**src/rtl/paging_ctl.sv**
```systemverilog
module paging_ctl (
  input  logic       clk,
  input  logic       rst_n,
  input  logic       mreq_n,
  input  logic       iorq_n,
  input  logic       wr_n,
  input  logic       m1_n,
  input  logic       a15,
  input  logic       a14,
  input  logic       a1,
  input  logic [5:0] d,
  output logic       new_a15,
  output logic       vram_a7,
  output logic       uram_a7,
  output logic       vram_sel,
  output logic       uram_sel,
  output logic       rom_a14
);
  localparam logic [2:0] SLOT1_PAGE = 3'd5;
  localparam logic [2:0] SLOT2_PAGE = 3'd2;

  logic [5:0] pg_q;
  logic       port_wr;
  logic [2:0] cpu_page;
  logic       rom_slot;

  assign port_wr = !iorq_n && !wr_n && m1_n && !a15 && !a1 && !pg_q[5];

  always_ff @(posedge clk or negedge rst_n) begin
    if (!rst_n)       pg_q <= '0;
    else if (port_wr) pg_q <= d;
  end

  assign rom_slot = !a15 && !a14;

  always_comb begin
    unique case ({a15, a14})
      2'b01:   cpu_page = SLOT1_PAGE;
      2'b10:   cpu_page = SLOT2_PAGE;
      2'b11:   cpu_page = pg_q[2:0];
      default: cpu_page = 3'd0;
    endcase
  end

  always_comb begin
    if (mreq_n) begin
      new_a15  = pg_q[3];
      vram_a7  = 1'b1;
      uram_a7  = 1'b0;
      vram_sel = 1'b0;
      uram_sel = 1'b0;
    end else if (rom_slot) begin
      new_a15  = 1'b0;
      vram_a7  = 1'b0;
      uram_a7  = 1'b0;
      vram_sel = 1'b0;
      uram_sel = 1'b0;
    end else begin
      new_a15  = cpu_page[1];
      vram_a7  = cpu_page[0] & cpu_page[2];
      uram_a7  = !cpu_page[0] & cpu_page[2];
      vram_sel = cpu_page[0];
      uram_sel = !cpu_page[0];
    end
  end

  assign rom_a14 = pg_q[4];
endmodule

```
**config.mk**
```make
export PLATFORM = sky130hd
export DESIGN_NAME = paging_ctl
export DESIGN_NICKNAME = d
export VERILOG_FILES = /design/src/rtl/paging_ctl.sv
export SDC_FILE = /design/constraint.sdc
export NUM_CORES = 1
export LEC_CHECK = 0
export ABC_AREA = 1
export BUFFER_PORTS_ARGS = -buffer_cell sky130_fd_sc_hd__buf_4
export CAP_MARGIN = 10
export CORE_AREA = 10 10 47 49
export DETAILED_ROUTE_END_ITERATION = 8
export DIE_AREA = 0 0 57 59
export PLACE_DENSITY = 0.62
export RECOVER_POWER = 100
export SYNTH_ARGS = -nofsm -noshare
export SYNTH_HDL_FRONTEND = slang
export SYNTH_SLANG_ARGS = --single-unit
```
**constraint.sdc**
```tcl
create_clock -name clk -period 1.6 [get_ports clk]
set_input_delay 0.32 -clock clk [delete_from_list [all_inputs] [get_ports clk]]
set_output_delay 0.32 -clock clk [all_outputs]
set_load 0.01 [all_outputs]
```
==> metrics.md, run 1 <==
| Metric | Value |
|---|---|
| Status | `finished, final reports clean` |
| Number of global-route vias before repair | `424` |
| Register with the most flip-flops | `pg_q` |
| R2r worst-path depth | `4` |
| Buffers added on ports | `20` |
| HPWL after DPL | `788 um` |
| WL final | `923 um` |
| Final instance area | `533 sq um` |
| Clk_lat worst skew | `0.24 ns` |
| Hold path depth | `3` |
| Top cell type's share of synthesized area | `42.6%` |
| CTS resizes | `0` |
| GPL Wtd Cong | `0.715` |
| Startpoint types | `flop` |
| Kind of critical path | `flop to output pin` |
| CTS Root Cell | `clkbuf_4` |
| Largest net degree at the start of global routing | `8` |
| GRT Max-Usage Layer | `met2` |
| Starting DRC count in detailed routing | `3` |
| Final-report hold violation count | `0` |
| Cts hold-fix bufs | `1` |
| Remaining Overflow, GRT | `0` |
| Biggest regs | `pg_q (6)` |
| Layout Nets | `83` |
| Max reg flops | `6` |
| Fin cells | `82` |
| Final slew viol count | `0` |
| Boundary pin count | `21` |
| Core Area | `1400 sq um` |
| Final setup violation count | `0` |
| Clock buffer depth | `2` |
| Relative slew slack | `64.9%` |
| CTS Sinks | `6` |
| Post-synthesis register bit count | `6` |
| Die span in x | `57 um` |
| TNS Setup | `0 ns` |
| P&R area growth vs syn | `51.1%` |
| Required time of the critical path | `1.28 ns` |
| Worst Hold Class | `input port to flop` |
| CP max FO | `2` |
| Core Util, Final | `38.0%` |
| DR pass1 iterations | `2` |
| TritonCTS Buffers | `3` |
| Initial antenna violation count | `0` |
| Lkg Pwr | `0.284 nW` |
| Largest cells by area after synthesis | `dfrtp_1, nand2_1, nand4_1` |
| Yosys warnings | `0` |
| Met2 Usage GRT | `8.06%` |
| Synth area leader | `dfrtp_1` |
| Drt drc | `0` |
| Post-synth top flop | `dfrtp_1` |
| Final min period | `1.39 ns` |
| Initial Util | `25.2%` |
| Routed len/inst | `11.3 um` |
| Synthesized instance count | `42` |
| Peak VDD IR | `0.248 mV` |
| Syn Nets | `57` |
| Fill count | `165` |
| Placed Instances | `78` |
| Post-DRT Antenna Nets | `0` |
| Top-count cell post-synth | `nand2_1` |
| Die Y | `59 um` |
| # rows | `14` |
| Cell Pwr Density | `671 nW/um^2` |
| Cell area after synthesis | `353 sq um` |
| CTS tree | `built` |
| RSZ-0062 raised after global routing | `false` |
| Via count | `359` |
| Reg clk slew, reported paths | `0.05 ns` |
| H-tree levels | `1` |
| Tot GR Track Use | `6.34%` |
| Post-DP Area | `523 sq um` |
| ANT cells | `0` |
| Synth top cells by count | `nand2_1, dfrtp_1, nand4_1, inv_1, o21ai_1` |
| GR Util met3 | `5.15%` |
| Setup Skew | `0.00271 ns` |
| Cell variety after synth | `11` |
| Post-CTS setup buffer count | `0` |
| Asr flop ratio synth | `100%` |
| Seq/Total Area, Yosys | `42.6%` |
| Slew @ Worst Pin | `0.525 ns` |
| Post-synth EDFFs | `0` |
| Die area | `3360 sq um` |
| Syn Area/Cell | `8.40 sq um` |
| First-pass GRT wire length | `1710 um` |
| Share of cells above drive strength 1 | `33.3%` |
| Avg Vias per Cell | `4.38` |
| Fmax | `721 MHz` |
| Max cap viols | `0` |
| Worst setup EP type | `output pin` |
| Grt met1 use | `6.98%` |
| Critical path arrival | `1.07 ns` |
| Final period utilization | `86.7%` |
power breakdown:
| part | internal [mW] | switching, mW | total, mW |
|---|---|---|---|
| logic | 0.0346 | 0.0315 | 0.0662 |
| registers | 0.153 | 0.000780 | 0.154 |
| clock network | 0.0847 | 0.0526 | 0.137 |
per-stage QoR:
step | setup slack, ns | hold slack [ns] | power (mW)
floorplan | 0.545 | 0.0244 | 0.180
global placement | 0.404 | 0.134 | 0.226
detailed placement | 0.371 | 0.134 | 0.227
CTS | 0.239 | 0.327 | 0.368
global route | 0.0893 | 0.330 | 0.387
finish | 0.213 | 0.331 | 0.358
layer usage:
| layer | up-vias | part of all wire (%) | wire length (um) |
|---|---|---|---|
| li1 | 190 | - | - |
| met1 | 147 | 48 | 447 |
| met2 | 20 | 34 | 318 |
| met3 | 2 | 16 | 151 |
| met4 | 0 | 0.65 | 6 |
| met5 | - | 0 | 0 |
cells by family after synthesis:
kind of cell / synth area share [%]
flip-flops: 42.6
buffers and inverters: 5.32
AO/OA/AOI/OAI: 5.67
AND/OR/NAND/NOR: 46.5
cell usage in the layout (no fill, tap or decap):
cell           count
buf_4             16
nand2_1           13
nand4_1            6
dfrtp_1            6
inv_1              5
clkbuf_1           4
nor2_1             3
clkbuf_4           3
nor3_1             2
o21ai_0            2
a21oi_1            1
o21ai_1            1
nor2_8             1
nor2_4             1
nand3_4            1
dlygate4sd3_1      1
worst paths after layout:
path	from	to	slack (ns)
worst min-delay path	d[4]	pg_q[4]	0.33
worst max register to register	pg_q[5]	pg_q[2]	0.41
max in group asynchronous	rst_n	pg_q[0]	0.86
worst max-delay path	pg_q[2]	vram_a7	0.21
worst min register to register	pg_q[5]	pg_q[5]	0.46
min in group asynchronous	rst_n	pg_q[3]	0.49
worst max-delay path, cell delays in order, from the launching register on:
cell     delay [ns]
dfrtp_1        0.37
o21ai_0        0.22
o21ai_1        0.09
buf_4          0.14
layout make-up:
class                   count  area (sq um)  share of cell area [%]
flip-flops and latches      6           150                    28.2
inverters                   5          18.8                    3.52
repair buffers             21           145                    27.2
well taps                  16          20.0                    3.76
clock buffers               3          22.5                    4.23
multi-input cells          31           176                    33.1
(Power assumes the default switching activity.)
==> run 2, diff against run 1 <==
--- a/config.mk
+++ b/config.mk
@@ -5,13 +5,13 @@
 export SDC_FILE = /design/constraint.sdc
 export NUM_CORES = 1
 export LEC_CHECK = 0
-export ABC_AREA = 1
 export BUFFER_PORTS_ARGS = -buffer_cell sky130_fd_sc_hd__buf_4
 export CAP_MARGIN = 10
 export CORE_AREA = 10 10 47 49
 export DETAILED_ROUTE_END_ITERATION = 8
 export DIE_AREA = 0 0 57 59
-export PLACE_DENSITY = 0.62
+export GPL_TIMING_DRIVEN = 1
+export PLACE_DENSITY = 0.61
 export RECOVER_POWER = 100
 export SYNTH_ARGS = -nofsm -noshare
 export SYNTH_HDL_FRONTEND = slang
==> metrics.md, run 2 <==
| Metric | Value |
|---|---|
| Boundary pin count | `21 (unchanged)` |
| H-tree levels | `1 (unchanged)` |
| Initial Util | `24.2% (was 25.2%)` |
| Largest net degree at the start of global routing | `7 (was 8)` |
| Final period utilization | `90.2% (was 86.7%)` |
| Post-DRT Antenna Nets | `0 (unchanged)` |
| Worst flop-to-flop path startpoint | `pg_q[5] (unchanged)` |
| Initial antenna violation count | `0 (unchanged)` |
| Die area | `3360 sq um (unchanged)` |
| Final WS setup | `0.157 ns (was 0.213 ns)` |
| Startpoint types | `flop (unchanged)` |
| # rows | `14 (unchanged)` |
| Hold endpoint | `pg_q[3] (was pg_q[4])` |
| Asr flop ratio synth | `100% (unchanged)` |
| Final min period | `1.44 ns (was 1.39 ns)` |
| Worst R2R End | `pg_q[2] (unchanged)` |
| Worst Hold Class | `input port to flop (unchanged)` |
| Tot GR Track Use | `5.74% (was 6.34%)` |
| Commonest non-fill, non-tap cell in the layout | `buf_4 (unchanged)` |
| DR pass1 iterations | `4 (was 2)` |
| CTS resizes | `0 (unchanged)` |
| Routed len/inst | `12.6 um (was 11.3 um)` |
| Cell Pwr Density | `952 nW/um^2 (was 671 nW/um^2)` |
| Cts hold-fix bufs | `1 (unchanged)` |
| CTS Root Cell | `clkbuf_4 (unchanged)` |
| Status | `finished, final reports clean (unchanged)` |
| CTS tree | `built (unchanged)` |
| Remaining Overflow, GRT | `0 (unchanged)` |
| Post-synth top flop | `dfrtp_1 (unchanged)` |
| Top-count cell post-synth | `dfrtp_1 (was nand2_1)` |
| Synth area leader | `dfrtp_1 (unchanged)` |
| Most frequent cells in the layout | `buf_4, clkbuf_1, dfrtp_1 (was buf_4, nand2_1, nand4_1, dfrtp_1, inv_1)` |
| Cell variety after synth | `14 (was 11)` |
| Seq/Total Area, Yosys | `44.3% (was 42.6%)` |
| Final setup violation count | `0 (unchanged)` |
| Final slew viol count | `0 (unchanged)` |
| Peak VDD IR | `0.474 mV (was 0.248 mV)` |
| Placed Instances | `64 (was 78)` |
| Die span in x | `57 um (unchanged)` |
| Met1 Wirelength | `361 um (was 447 um)` |
| Max reg flops | `6 (unchanged)` |
| Lkg Pwr | `0.235 nW (was 0.284 nW)` |
| Highest routed metal layer | `met4 (unchanged)` |
| P&R area growth vs syn | `42.1% (was 51.1%)` |
| Syn Area/Cell | `12.1 sq um (was 8.40 sq um)` |
| First-pass GRT wire length | `1470 um (was 1710 um)` |
| HPWL after DPL | `712 um (was 788 um)` |
| Worst setup EP type | `output pin (unchanged)` |
| Synth top cells by count | `dfrtp_1, mux2_4, nand2_1, inv_1, o21ai_0 (was nand2_1, dfrtp_1, nand4_1, inv_1, o21ai_1)` |
| Pre-CTS WS | `0.239 ns (was 0.371 ns)` |
| GPL Wtd Cong | `0.669 (was 0.715)` |
| Die Y | `59 um (unchanged)` |
| Fmax | `693 MHz (was 721 MHz)` |
| Largest cells by area after synthesis | `dfrtp_1, mux2_4, nor4b_4 (was dfrtp_1, nand2_1, nand4_1)` |
| Syn Nets | `43 (was 57)` |
| Clock buffer depth | `2 (unchanged)` |
| RSZ-0062 raised after global routing | `false (unchanged)` |
| Required time of the critical path | `1.28 ns (about the same)` |
| Relative slew slack | `56.6% (was 64.9%)` |
| Setup Skew | `0.000741 ns (was 0.00271 ns)` |
| Biggest regs | `pg_q (6) (unchanged)` |
| CP max FO | `5 (was 2)` |
| Register with the most flip-flops | `pg_q (unchanged)` |
| Post-CTS setup buffer count | `0 (unchanged)` |
| ANT cells | `0 (unchanged)` |
| Core Area | `1400 sq um (unchanged)` |
| Flop2flop setup slack | `0.52 ns (was 0.41 ns)` |
| Post-synthesis register bit count | `6 (unchanged)` |
| Metal3 WL | `100 um (was 151 um)` |
| Hold path depth | `2 (was 3)` |
| Hold Crit Start | `d[3] (was d[4])` |
| Avg Vias per Cell | `4.24 (was 4.38)` |
| Clk_lat worst skew | `0.24 ns (about the same)` |
| Final-report hold violation count | `0 (unchanged)` |
| Reg clk slew, reported paths | `0.04 ns (was 0.05 ns)` |
| Buffers added on ports | `20 (unchanged)` |
| Share of cells above drive strength 1 | `36.5% (was 33.3%)` |
| R2r worst-path depth | `3 (was 4)` |
| Fin cells | `68 (was 82)` |
| Max cap viols | `0 (unchanged)` |
| Top cell type's share of synthesized area | `44.3% (was 42.6%)` |
| Layout Nets | `69 (was 83)` |
| Via count | `288 (was 359)` |
| Starting DRC count in detailed routing | `4 (was 3)` |
| Routed wl met2 | `385 um (was 318 um)` |
| Synthesized instance count | `28 (was 42)` |
| Cell area after synthesis | `339 sq um (was 353 sq um)` |
| Number of global-route vias before repair | `331 (was 424)` |
| CTS Sinks | `6 (unchanged)` |
| TritonCTS Buffers | `3 (unchanged)` |
| Slew @ Worst Pin | `0.642 ns (was 0.525 ns)` |
| WL final | `855 um (was 923 um)` |
| Critical path arrival | `1.12 ns (was 1.07 ns)` |
| Yosys warnings | `0 (unchanged)` |
| Post-synth EDFFs | `0 (unchanged)` |
| Kind of critical path | `flop to output pin (unchanged)` |
| TNS Setup | `0 ns (unchanged)` |
| Drt drc | `0 (unchanged)` |
## run 2: area by class of cell
class | instances | area, sq um
timing repair buffer | 21 | 134
tap | 16 | 20.0
inverter | 2 | 7.51
multi-input combinational | 20 | 148
sequential | 6 | 150
fill | 165 | 920
clock buffer | 3 | 22.5
## run 2: logic make-up (layout without fill, tap and decap cells)
family | after synthesis | count (layout) | synth area share [%]
buf+inv | 2 | 26 | 2.21
compound gates | 6 | 6 | 11.4
mux | 5 | 5 | 22.1
simple gates | 9 | 9 | 19.9
flops | 6 | 6 | 44.3
## run 2: where the power goes
group	leakage (nW)	total (mW)	internal [mW]	switching, mW
combinational	0.148	0.108	0.0604	0.0477
sequential	0.0733	0.214	0.189	0.0254
clock	0.0138	0.136	0.0847	0.0518
## run 2: worst max path at each step
stage / startpoint / to / slack, ns
after floorplan: wr_n / pg_q[0] / 0.42
after global placement: wr_n / pg_q[0] / 0.25
after detailed placement: wr_n / pg_q[4] / 0.24
after CTS: pg_q[0] / vram_sel / 0.14
after global routing: pg_q[0] / vram_sel / 0.07
final: pg_q[0] / vram_sel / 0.16
## run 2: metrics by stage
step / power [mW] / cell area [sq um] / hold WS [ns] / util [%]
after floorplan: 0.295 / 339 / 0.0244 / -
after global placement: 0.364 / 509 / 0.130 / 36.3
after detailed placement: 0.366 / 509 / 0.131 / 36.3
after CTS: 0.511 / 542 / 0.300 / 38.7
after global routing: 0.496 / 482 / 0.289 / 34.4
final: 0.459 / 482 / 0.293 / 34.4
## run 2: routing by layer
layer	vias to the layer above	global-route usage, %
li1	148	-
met1	127	5.43
met2	11	8.53
met3	2	4.29
met4	0	4.03
met5	-	0
## run 2: critical path: stages, from the launching register on
cell and delay (ns):
dfrtp_1 0.41, inv_1 0.06, a211oi_1 0.23, clkbuf_1 0.18
